### src/rtl/sd_enum_pkg.sv
package sd_enum_pkg;

    // Three selectable orders (2/4/8-PAM) -> at most three quotient bits.
    localparam int SD_MAX_LOG = 3;
    // Symbol width holds +/-(2^SD_MAX_LOG - 1).
    localparam int SD_SYM_W   = SD_MAX_LOG + 1;
    // Walk pointers may step one point past the edge.
    localparam int SD_PTR_W   = SD_SYM_W + 2;
    localparam int SD_LVL_W   = $clog2(SD_MAX_LOG + 1);

    typedef enum logic [1:0] {
        PAM_2    = 2'd0,
        PAM_4    = 2'd1,
        PAM_8    = 2'd2,
        PAM_8ALT = 2'd3
    } pam_mode_e;

    typedef enum logic {
        SIDE_A = 1'b0,
        SIDE_B = 1'b1
    } side_e;

    typedef struct packed {
        logic                        up;
        logic signed [SD_PTR_W-1:0]  first;
    } seed_t;

    function automatic logic [SD_LVL_W-1:0] mode_levels(input pam_mode_e m);
        case (m)
            PAM_2:   return SD_LVL_W'(1);
            PAM_4:   return SD_LVL_W'(2);
            default: return SD_LVL_W'(3);
        endcase
    endfunction

    function automatic logic signed [SD_PTR_W-1:0] edge_of(input logic [SD_LVL_W-1:0] lvl);
        return SD_PTR_W'((1 << lvl) - 1);
    endfunction

endpackage

### src/rtl/sd_operand_prep.sv
module sd_operand_prep #(
    parameter int DATA_W = 16
) (
    input  logic signed [DATA_W-1:0] psi,
    input  logic signed [DATA_W-1:0] rll,
    output logic        [DATA_W:0]   num_mag,
    output logic        [DATA_W:0]   den_mag,
    output logic                     neg
);
    logic signed [DATA_W:0] psi_e, rll_e, num_s, den_s;

    always_comb begin
        psi_e = {psi[DATA_W-1], psi};
        rll_e = {rll[DATA_W-1], rll};
        // Flip both operands for a negative gain so the divisor is positive.
        if (rll_e < 0) begin
            num_s = -psi_e;
            den_s = -rll_e;
        end else begin
            num_s = psi_e;
            den_s = rll_e;
        end
        neg     = num_s < 0;
        num_mag = neg ? DATA_W'(0) - num_s : num_s;
        den_mag = den_s;
    end
endmodule

### src/rtl/sd_trunc_divider.sv
module sd_trunc_divider
    import sd_enum_pkg::*;
#(
    parameter int DATA_W = 16
) (
    input  logic [DATA_W:0]        num_mag,
    input  logic [DATA_W:0]        den_mag,
    input  logic [SD_LVL_W-1:0]    lvl,
    output logic [SD_MAX_LOG-1:0]  quo
);
    localparam int REM_W = DATA_W + 1 + SD_MAX_LOG;

    always_comb begin
        logic [REM_W-1:0] rem;
        logic [REM_W-1:0] trial;
        int pos;
        rem   = REM_W'(num_mag);
        trial = '0;
        pos   = 0;
        quo   = '0;
        // Only the first lvl restoring steps run; an oversized numerator
        // leaves every bit set, which saturates at Q-1.
        for (int j = 0; j < SD_MAX_LOG; j++) begin
            if (j < int'(lvl)) begin
                pos   = int'(lvl) - 1 - j;
                trial = REM_W'(den_mag) << pos;
                if (rem >= trial) begin
                    rem = rem - trial;
                    quo = quo | (SD_MAX_LOG'(1) << pos);
                end
            end
        end
    end
endmodule

### src/rtl/sd_seed_round.sv
module sd_seed_round
    import sd_enum_pkg::*;
(
    input  logic [SD_MAX_LOG-1:0] quo,
    input  logic                  neg,
    output seed_t                 seed
);
    logic signed [SD_PTR_W-1:0] mag;

    always_comb begin
        // floor(|x|) -> nearest odd point: 2m and 2m+1 both round to 2m+1.
        mag        = SD_PTR_W'({quo[SD_MAX_LOG-1:1], 1'b1});
        seed.first = neg ? -mag : mag;
        // Even floor: estimate sits below the odd point in magnitude.
        seed.up    = quo[0] ^ neg;
    end
endmodule

### src/rtl/sd_zigzag_walker.sv
module sd_zigzag_walker
    import sd_enum_pkg::*;
(
    input  logic                        clk,
    input  logic                        rst,
    input  logic                        load,
    input  logic                        next,
    input  seed_t                       seed,
    input  logic signed [SD_PTR_W-1:0]  lim_in,
    output logic        [SD_SYM_W-1:0]  sym,
    output logic                        sym_valid,
    output logic                        exhausted
);
    logic signed [SD_PTR_W-1:0] ptr_a, ptr_b, lim_q, step_a, seed_step;
    logic                       dir_a;
    side_e                      turn;
    logic                       a_ok, b_ok, take_a, take_b;

    function automatic logic inside_lim(input logic signed [SD_PTR_W-1:0] p,
                                        input logic signed [SD_PTR_W-1:0] l);
        return (p <= l) && (p >= -l);
    endfunction

    always_comb begin
        step_a    = dir_a ? SD_PTR_W'(2) : -SD_PTR_W'(2);
        seed_step = seed.up ? SD_PTR_W'(2) : -SD_PTR_W'(2);
        a_ok      = inside_lim(ptr_a, lim_q);
        b_ok      = inside_lim(ptr_b, lim_q);
        take_a    = a_ok && ((turn == SIDE_A) || !b_ok);
        take_b    = b_ok && !take_a;
    end

    always_ff @(posedge clk) begin
        if (rst) begin
            sym       <= '0;
            sym_valid <= 1'b0;
            exhausted <= 1'b0;
            ptr_a     <= '0;
            ptr_b     <= '0;
            lim_q     <= '0;
            dir_a     <= 1'b0;
            turn      <= SIDE_A;
        end else if (load) begin
            sym       <= seed.first[SD_SYM_W-1:0];
            ptr_a     <= seed.first + seed_step;
            ptr_b     <= seed.first - seed_step;
            dir_a     <= seed.up;
            lim_q     <= lim_in;
            turn      <= SIDE_A;
            sym_valid <= 1'b1;
            exhausted <= 1'b0;
        end else if (next && sym_valid) begin
            if (take_a) begin
                sym   <= ptr_a[SD_SYM_W-1:0];
                ptr_a <= ptr_a + step_a;
                turn  <= SIDE_B;
            end else if (take_b) begin
                sym   <= ptr_b[SD_SYM_W-1:0];
                ptr_b <= ptr_b - step_a;
                turn  <= SIDE_A;
            end else begin
                sym_valid <= 1'b0;
                exhausted <= 1'b1;
            end
        end
    end
endmodule

### src/rtl/sd_child_enum.sv
module sd_child_enum
    import sd_enum_pkg::*;
#(
    parameter int DATA_W = 16
) (
    input  logic                     clk,
    input  logic                     rst,
    input  logic                     load,
    input  logic                     next,
    input  logic [1:0]               pam_sel,
    input  logic signed [DATA_W-1:0] psi,
    input  logic signed [DATA_W-1:0] rll,
    output logic [SD_SYM_W-1:0]      sym,
    output logic                     sym_valid,
    output logic                     exhausted
);
    logic [DATA_W:0]              num_mag, den_mag;
    logic                         neg;
    logic [SD_LVL_W-1:0]          lvl;
    logic [SD_MAX_LOG-1:0]        quo;
    seed_t                        seed;
    logic signed [SD_PTR_W-1:0]   lim;

    assign lvl = mode_levels(pam_mode_e'(pam_sel));
    assign lim = edge_of(lvl);

    sd_operand_prep #(.DATA_W(DATA_W)) u_prep (
        .psi     (psi),
        .rll     (rll),
        .num_mag (num_mag),
        .den_mag (den_mag),
        .neg     (neg)
    );

    sd_trunc_divider #(.DATA_W(DATA_W)) u_div (
        .num_mag (num_mag),
        .den_mag (den_mag),
        .lvl     (lvl),
        .quo     (quo)
    );

    sd_seed_round u_seed (
        .quo  (quo),
        .neg  (neg),
        .seed (seed)
    );

    sd_zigzag_walker u_walk (
        .clk       (clk),
        .rst       (rst),
        .load      (load),
        .next      (next),
        .seed      (seed),
        .lim_in    (lim),
        .sym       (sym),
        .sym_valid (sym_valid),
        .exhausted (exhausted)
    );
endmodule

### config.mk
export PLATFORM = sky130hd
export DESIGN_NAME = sd_child_enum
export DESIGN_NICKNAME = d
export VERILOG_FILES = /design/src/rtl/sd_enum_pkg.sv /design/src/rtl/sd_operand_prep.sv /design/src/rtl/sd_trunc_divider.sv /design/src/rtl/sd_seed_round.sv /design/src/rtl/sd_zigzag_walker.sv /design/src/rtl/sd_child_enum.sv
export SDC_FILE = /design/constraint.sdc
export NUM_CORES = 1
export LEC_CHECK = 0
export BUFFER_PORTS_ARGS = -buffer_cell sky130_fd_sc_hd__buf_2
export CAP_MARGIN = 5
export CORE_AREA = 4 4 119 121
export CTS_BUF_LIST = sky130_fd_sc_hd__clkbuf_16
export CTS_CLUSTER_SIZE = 40
export DETAILED_ROUTE_END_ITERATION = 10
export DIE_AREA = 0 0 123 125
export GPL_TIMING_DRIVEN = 0
export PLACE_DENSITY_LB_ADDON = 0.3
export SKIP_LAST_GASP = 1
export SLEW_MARGIN = 20
export SYNTH_ARGS = -nofsm -noshare
export SYNTH_HDL_FRONTEND = slang
export SYNTH_SLANG_ARGS = --single-unit
export TNS_END_PERCENT = 50
### constraint.sdc
create_clock -name clk -period 21.9 [get_ports clk]
set_input_delay 3.285 -clock clk [delete_from_list [all_inputs] [get_ports clk]]
set_output_delay 3.285 -clock clk [all_outputs]
set_load 0.05 [all_outputs]
---- Word-level counts from Yosys, hierarchy flattened ----
Index checks and enable logic that the tools add are counted.
cells by class
  equal/unequal tests ..................... 3
  reductions and logical operators ........ 21
  bitwise gates (word level) .............. 6
  add/subtract/negate cells ............... 15
  order comparisons ....................... 12
  muxes and demuxes ....................... 34
  shifts and indexed selects .............. 7
operators with widths
  operator                 count
  $shl A1 B32 Y3 const A   3
  $shl A17 B32 Y20         3
  $mux W20                 4
  $mux W6                  10
  $mux W17                 3
  $ge A20 B20 Y1           2
  $neg A16 Y17             2
  $sub A32 B2 Y32 const B  1
  $sub A32 B3 Y32 const B  1
  $ge A17 B20 Y1           1
  $sub A17 B20 Y20         1
  $sub A20 B20 Y20         1
  $mux W3                  6
  $lt A17 B1 Y1 const B    1
  $sub A1 B17 Y17 const A  1
  $lt A16 B1 Y1 const B    1
  $mux W4                  4
  $add A6 B6 Y6            2
  $ge A6 B6 Y1             2
  $le A6 B6 Y1             2
  $sub A6 B6 Y6            2
  $reduce_and A3 Y1        3
  $reduce_bool A2 Y1       4
  $mux W1                  6
  20 further kinds         32
storage, ports and cells
  output and inout bits ................... 6
  bits in registers ....................... 26
  bits of input ports ..................... 38

---- Logic depth before layout (Yosys ltp) ----
Gate-level depths: netlist (run 1).
  word-level depth ........................ 17
  gate-level depth with buffers ........... 57

---- By module ----
Synthesis (run 1) repeated with hierarchy kept, for this count alone.
second synthesis, totals
  cell total of the unflattened synthesis .. 1114
  area total of the unflattened synthesis .. 8107.8 µm²
by module, submodules not included
  module            cells an instance  sequential area each (µm²)  times used  area an instance (µm²)
  sd_trunc_divider  627                0.0                         1           4251.6
  sd_zigzag_walker  268                520.5                       1           2308.5
  sd_operand_prep   206                0.0                         1           1463.9
  sd_seed_round     8                  0.0                         1           60.1
  sd_child_enum     5                  0.0                         1           23.8

---- Worst setup path before layout (run 1) ----
OpenSTA, ideal clock, no wires.
  path type ............................... input port to flip-flop
  from .................................... input port psi[0]
  to ...................................... register u_walk.ptr_a[4]
  setup time .............................. 103 ps
  cell stages on the path ................. 54
  arrival ................................. 13945 ps
  slack ................................... 7851 ps
  cell sequence ........................... clkbuf_1 inv_1 ha_1 or4b_1 buf_2 o31a_1 nor4_1 nor2_1 nor2_1 and3_1 nand2_1 nor3_1 ha_1 xnor2_1 buf_2 nand3_1 a21oi_1 xnor2_1 [18 not listed] a21bo_2 buf_1 clkbuf_1 nor3_1 a221oi_1 ha_1 a21o_1 a21o_1 a21oi_1 nor3_1 a22oi_1 o21ai_0 a31o_2 o21ai_1 nand2_1 ha_1 o311a_1 a2111oi_2
on the way
  longest elaborated chain between the ends .. 17
ends and longest elaborated chain
  element                                                    RTL line                                        RTL
  start, declared                                            sd_child_enum.sv:11                             input logic signed [DATA_W-1:0] psi,
  $neg A16 Y17                                               sd_operand_prep.sv:17                           num_s = -psi_e;
  $mux W17 (*)                                               sd_operand_prep.sv:16                           if (rll_e < 0) begin
  $sub A1 B17 Y17 / $lt A17 B1 Y1 (equally long branches)    sd_operand_prep.sv:24, sd_operand_prep.sv:23
  $mux W17                                                   sd_operand_prep.sv:24                           num_mag = neg ? DATA_W'(0) - num_s : num_s;
  $sub A17 B20 Y20 / $ge A17 B20 Y1 (equally long branches)  sd_trunc_divider.sv:28, sd_trunc_divider.sv:27
  $mux W20 / $mux W3 (equally long branches)                 sd_trunc_divider.sv:27                          if (rem >= trial) begin
  $mux W20 / $mux W3 (equally long branches)                 sd_trunc_divider.sv:24                          if (j < int'(lvl)) begin
  $sub A20 B20 Y20, or another cell as far along             sd_trunc_divider.sv:28                          rem = rem - trial;
  $mux W20 / $mux W3 (equally long branches)                 sd_trunc_divider.sv:27
  $mux W20 / $mux W3 (equally long branches)                 sd_trunc_divider.sv:24
  $ge A20 B20 Y1 / $or A3 B3 Y3 (equally long branches)      sd_trunc_divider.sv:27, sd_trunc_divider.sv:29
  $mux W3                                                    sd_trunc_divider.sv:27
  $mux W3                                                    sd_trunc_divider.sv:24
  $neg A3 Y6 / $xor A1 B1 Y1 (equally long branches)         sd_seed_round.sv:13, sd_seed_round.sv:15
  $mux W6, on equally long branches                          sd_seed_round.sv:13, sd_zigzag_walker.sv:26
  $add A6 B6 Y6 (*)                                          sd_zigzag_walker.sv:45                          ptr_a <= seed.first + seed_step;
  $mux W6 (*)                                                sd_zigzag_walker.sv:43                          end else if (load) begin
  end signal, assigned                                       sd_zigzag_walker.sv:45
  end signal, assigned                                       sd_zigzag_walker.sv:55                          ptr_a <= ptr_a + step_a;
  end, declared                                              sd_zigzag_walker.sv:14                          logic signed [SD_PTR_W-1:0] ptr_a, ptr_b, lim_q, step_a, seed_step;
Every way passes the cells marked *; elsewhere a longest branch is shown, timed or not.
A chain may end at the register's enable or synchronous reset.

---- Final worst setup path (run 1) ----
Ends and elaborated chain as after synthesis.

==> results.cfg, run 1 <==
[cells_and_area]
fill_cells = 1282
antennaDiodeCount = 0
multiInputGateArea_mm2 = 0.00616
regArea_um2 = 500
syn2layout_area_growth_pct = 7.15
fin_nets = 1158
post-route-util = 0.573
drive_above_1_share = 0.0873
stdcell_area_mm2 = 0.00750

[synth]
synth_common_cells = ha_1, nor2_1, nand2_1
async_flop_share = 0
synth_area_leaders = ha_1, dfxtp_1, xnor2_1, a21oi_1, a21o_1
yosysSeqAreaShare = 0.0715
synthFlopType = dfxtp_1
synth_top_area_share = 0.166
synth_area_leader_cell = ha_1
yosys_register_bits = 25
ys_warn_count = 0
synth_most_common_cell = ha_1
synthCells = 974
synth_edf_count = 0
avgSynthCellArea_um2 = 7.19
synth.distinct_cells = 78
syn_area_mm2 = 0.00700

[worst_setup_path]
critPathLaunchType = input port
path_class = in -> reg
r2r_cells = 14
cp-end-kind = flip-flop
crit_buf_inv = 9
cp-endpoint = u_walk.ptr_a[4]
crit_path_max_incr_delay_ps = 540
regToRegStartpoint = u_walk.lim_q[0]
ff2ff_setup_slack_ps = 18720
path_max_fanout = 10
critPathLaunch = psi[0]
required_ps = 22060
path_delay_family = compound AO/OA/AOI/OAI gates
cp_common_cell = ha_1
rr_endpoint = u_walk.sym[2]
cp.arrival_ps = 16560
crit_slowest_cell = clkbuf_1
path_depth = 54

[power_and_ir_drop]
fin_total_pwr_uw = 692
power_leakage_uw = 0.00328
power_density_mw_per_mm2 = 92.2
ir_worst_vdd_uv = 67.2

[flow_run]
drv_cap = 0

[clock_network]
cts.sinks = 25
cts_hold_buf = 0
clock_latency_ps = 260
ctsResizeCount = 0
clk_path_buf_depth = 2
cts.htree.levels = 1
path_clk_slew_ps = 60
post-cts-setup-buffers = 0
cts_tree = yes
cts_root_buf = clkbuf_16
cts_buffers = 3

[grt]
grt_overflow_total = 0
grt_antenna_before_repair = 0
grt_start_max_net_pins = 14
track_usage = 0.258
grt_pass1_wl_um = 33400
grt_pass1_vias = 6819

[timing]
slew_violations = 0
tightest_slew_ps = 899
skew_ps = 2.32
setup_viol = 0
tns_ps = 0
rsz0062_at_grt = no
finalCritPeriodShare = 0.749
hold_viol = 0
relSlewSlack = 0.399
fin_crit_ps = 16400
clock.fmax_mhz = 61.0

[route]
drt_pass1_iterations = 6
post-route-drc-count = 0
routed_wl_um = 20100
routed_via_density = 6.04
drtAntennaViolNets = 0
drtIter0Drc = 514
route.vias.total = 7218
wl_per_cell_um = 16.8

[floorplanning]
dieArea_mm2 = 0.0154
die_y_um = 125
die_w_um = 123
pin_count = 44
start_util = 0.535
rows = 42
core_area_mm2 = 0.0131

[placement]
dp_hpwl_um = 16500
place.gp.congestion = 0.967
place_area_mm2 = 0.00742
portBuffers = 38

[run_status]
run_status = complete, no violations

[worst_hold_path]
worstHoldPathType = reg -> reg
## worst min path at each step
stage,from,end,slack [ps],depth (start not counted)
final,u_walk.exhausted,u_walk.exhausted,460,1
after global routing,u_walk.exhausted,u_walk.exhausted,510,1
after CTS,u_walk.exhausted,u_walk.exhausted,470,1
after detailed placement,u_walk.exhausted,u_walk.exhausted,450,1
after global placement,u_walk.exhausted,u_walk.exhausted,450,1
after floorplan,u_walk.ptr_a[0],u_walk.ptr_a[0],460,2
## registers in the layout (all words and copies together) (netlist names)
name              cells
u_walk.sym            4
u_walk.turn           1
u_walk.dir_a          1
u_walk.exhausted      1
u_walk.sym_valid      1
u_walk.lim_q          5
u_walk.ptr_b          6
u_walk.ptr_a          6
## per-layer routing
metal | vias up | global-route usage | share of wire
met4 | 0 | 0.0456 | 0.017
met3 | 25 | 0.0158 | 0.049
met2 | 206 | 0.432 | 0.46
met5 | - | 0 | 0
met1 | 3340 | 0.369 | 0.47
li1 | 3647 | - | -
## stage by stage
step | std cells | hold WS (ps) | setup slack [ps]
final | 1195 | 464 | 5500
after global routing | 1195 | 514 | 4340
after CTS | 1195 | 467 | 5630
after detailed placement | 1191 | 453 | 5400
after global placement | 1191 | 448 | 5450
after floorplan | 977 | 459 | 7850
## where the power goes
group	internal [µW]	total (µW)	switching, µW
Clock	24.4	40.3	15.9
Sequential	53.4	65.4	12.0
Combinational	254	586	332
Total	332	692	360
## layout by cell type, fill, tap and decap left out, drive strengths merged, types with 17 or more instances in the layout
cell and instances:
ha 93, mux2 25, nand3 27, a21oi 77
xnor2 50, nor3 22, a21o 48, nand2 79
inv 47, dfxtp 25, xor2 38, nor2 89
nand2b 24, nand4 17, o21ai 54, buf 45
clkbuf 41
## logic make-up after synthesis
family | count (synthesis) | share of synthesized area
flip-flops | 25 | 0.0715
AND/OR/NAND/NOR | 336 | 0.238
AO/OA/AOI/OAI | 293 | 0.282
multiplexers | 40 | 0.0617
XOR/XNOR | 88 | 0.110
adder cells (fa/ha/maj) | 100 | 0.186
buffers and inverters | 91 | 0.0495
other | 1 | 0.000536
## layout make-up
| cell class | count | area share |
|---|---|---|
| multi-input cells | 861 | 0.822 |
| flip-flops and latches | 25 | 0.0667 |
| well taps | 176 | 0.0294 |
| repair buffers | 38 | 0.0254 |
| plain buffers | 45 | 0.0232 |
| inverters | 46 | 0.0230 |
| clock buffers | 3 | 0.0100 |
| clock inverters | 1 | 0.000500 |
(Power assumes the default switching activity.)
==> inputs of run 2 (changes only) <==
Clock period 21.9 ns to 14.6 ns, I/O delays scaled along.
==> run 2 against run 1 <==
  * Via count grew 0.37%
  * Critical path type unchanged
  * Register-to-register slack lost 7300 ps
  * Utilization grew 0.77 points
==> results.cfg, run 2 (synthesis gave the netlist of run 1 again) <==
[run_status]
run_status = complete, no violations

[grt]
grt_pass1_wl_um = 33400
grt_pass1_vias = 6818
track_usage = 0.259
grt_start_max_net_pins = 14
grt_overflow_total = 0
grt_antenna_before_repair = 0

[power_and_ir_drop]
power_leakage_uw = 0.00332
ir_worst_vdd_uv = 105
internal-power_uw = 514
seqPwrFrac = 0.092
p_clk_frac = 0.057
combPwrFrac = 0.851
p_sw_frac = 0.519
switchingPower_uw = 554
power_density_mw_per_mm2 = 140

[worst_hold_path]
min_from = u_walk.exhausted
hold_end = u_walk.exhausted
worstHoldPathType = reg -> reg
whs_path_depth = 1

[worst_setup_path]
crit_path_max_incr_delay_ps = 490
cp.arrival_ps = 13830
path_max_fanout = 10
regToRegStartpoint = u_walk.lim_q[0]
crit_buf_inv = 8
required_ps = 14760
cp-end-kind = flip-flop
critPathLaunchType = input port
r2r_cells = 14
cp_common_cell = nor3_1
crit_slowest_cell = or4b_1
path_delay_family = compound AO/OA/AOI/OAI gates
path_class = in -> reg
ff2ff_setup_slack_ps = 11430
rr_endpoint = u_walk.sym[2]
critPathLaunch = psi[0]

[timing]
slew_violations = 0
relSlewSlack = 0.451
setup_viol = 0
hold_viol = 0
fin_crit_ps = 13680
skew_ps = 1.52
finalCritPeriodShare = 0.937
clock.fmax_mhz = 73.1
tightest_slew_ps = 816
rsz0062_at_grt = no

[cells_and_area]
fill_cells = 1264
post-route-util = 0.581
fin_cells = 1195
final_common_cell = ha_1
syn2layout_area_growth_pct = 8.60
top_regs = u_walk.ptr_a: 6 flops, u_walk.ptr_b: 6 flops, u_walk.lim_q: 5 flops
layout_common_cells = ha_1, nor2_1, nand2_1
stdcell_area_mm2 = 0.00760
antennaDiodeCount = 0
fin_nets = 1158
regArea_um2 = 500
multiInputGateArea_mm2 = 0.00625
drive_above_1_share = 0.107

[route]
wl_met2_um = 9370
wl_met1_um = 9580
routed_wl_um = 20200
wl_met3_um = 937
drtIter0Drc = 527
top_layer_used = met4
routed_via_density = 6.06
wl_per_cell_um = 16.9
post-route-drc-count = 0
drtAntennaViolNets = 0
drt_pass1_iterations = 5
route.vias.total = 7245

[flow_run]
drv_cap = 0

[floorplanning]
die_y_um = 125
rows = 42
pin_count = 44
core_area_mm2 = 0.0131
die_w_um = 123
dieArea_mm2 = 0.0154
start_util = 0.535

[clock_network]
path_clk_slew_ps = 60
clk_path_buf_depth = 2
cts_tree = yes
cts.sinks = 25
cts_buffers = 3
cts.htree.levels = 1
clock_latency_ps = 260
cts_root_buf = clkbuf_16
cts_hold_buf = 0

[placement]
portBuffers = 38
place_area_mm2 = 0.00742
dp_hpwl_um = 16500
place_inst = 1191
place.gp.congestion = 0.967
[run 2: how the worst max path moves through the flow]
| stage | depth (start not counted) | to | slack, ps |
|---|---|---|---|
| finish | 55 | u_walk.ptr_a[3] | 920 |
| global route | 55 | u_walk.ptr_a[3] | 9 |
| CTS | 52 | u_walk.ptr_a[4] | 60 |
| detailed placement | 53 | u_walk.ptr_a[4] | -800 |
| global placement | 50 | u_walk.ptr_a[4] | -750 |
| floorplan | 54 | u_walk.ptr_a[4] | 1650 |
[run 2: layout make-up]
class	count	share of cell area
multi-input cells	861	0.822
flip-flops and latches	25	0.0658
well taps	176	0.0290
repair buffers	40	0.0270
plain buffers	43	0.0235
inverters	46	0.0227
clock buffers	3	0.00987
clock inverters	1	0.000494
[run 2: worst register-to-register path: stages, from the launching register on]
cell and delay [ps]:
dfxtp_1 470, inv_1 80, ha_1 200, ha_1 280, inv_1 50, ha_1 290
a21o_1 150, a21o_1 170, a21oi_1 170, or3_1 220, nand2b_1 130, clkbuf_1 250
mux2i_1 300, o221a_2 240, a211oi_1 50
[run 2: timing repair]
item	in CTS	in global routing
setup endpoints to repair	8	13
pin swaps	0	2
resized for setup	5	30
setup buffers	0	2
[run 2: through the flow]
step	total power (µW)	hold slack [ps]	worst slack (ps)	TNS, ps
after detailed placement	961	453	-802	-5990
after CTS	1030	467	63.4	0
final	1070	463	924	0
after global placement	948	448	-755	-5710
after floorplan	777	459	1650	0
after global routing	1170	514	8.70	0
[run 2: routing by layer]
metal / up-vias / global-route usage
met4: 0 / 0.0456
met5: - / 0
li1: 3642 / -
met3: 22 / 0.0158
met2: 206 / 0.433
met1: 3375 / 0.369
[run 2: power by group through the flow]
| stage | Combinational, µW | Clock [µW] | Sequential, µW |
|---|---|---|---|
| 5_1_grt | 1010 | 63.6 | 99.7 |
| 4_1_cts | 872 | 60.5 | 97.8 |
| 2_1_floorplan | 677 | 0 | 99.6 |
| 3_5_place_dp | 862 | 0 | 99.1 |
| 6_report | 909 | 60.9 | 98.2 |
| 3_3_place_gp | 849 | 0 | 98.8 |
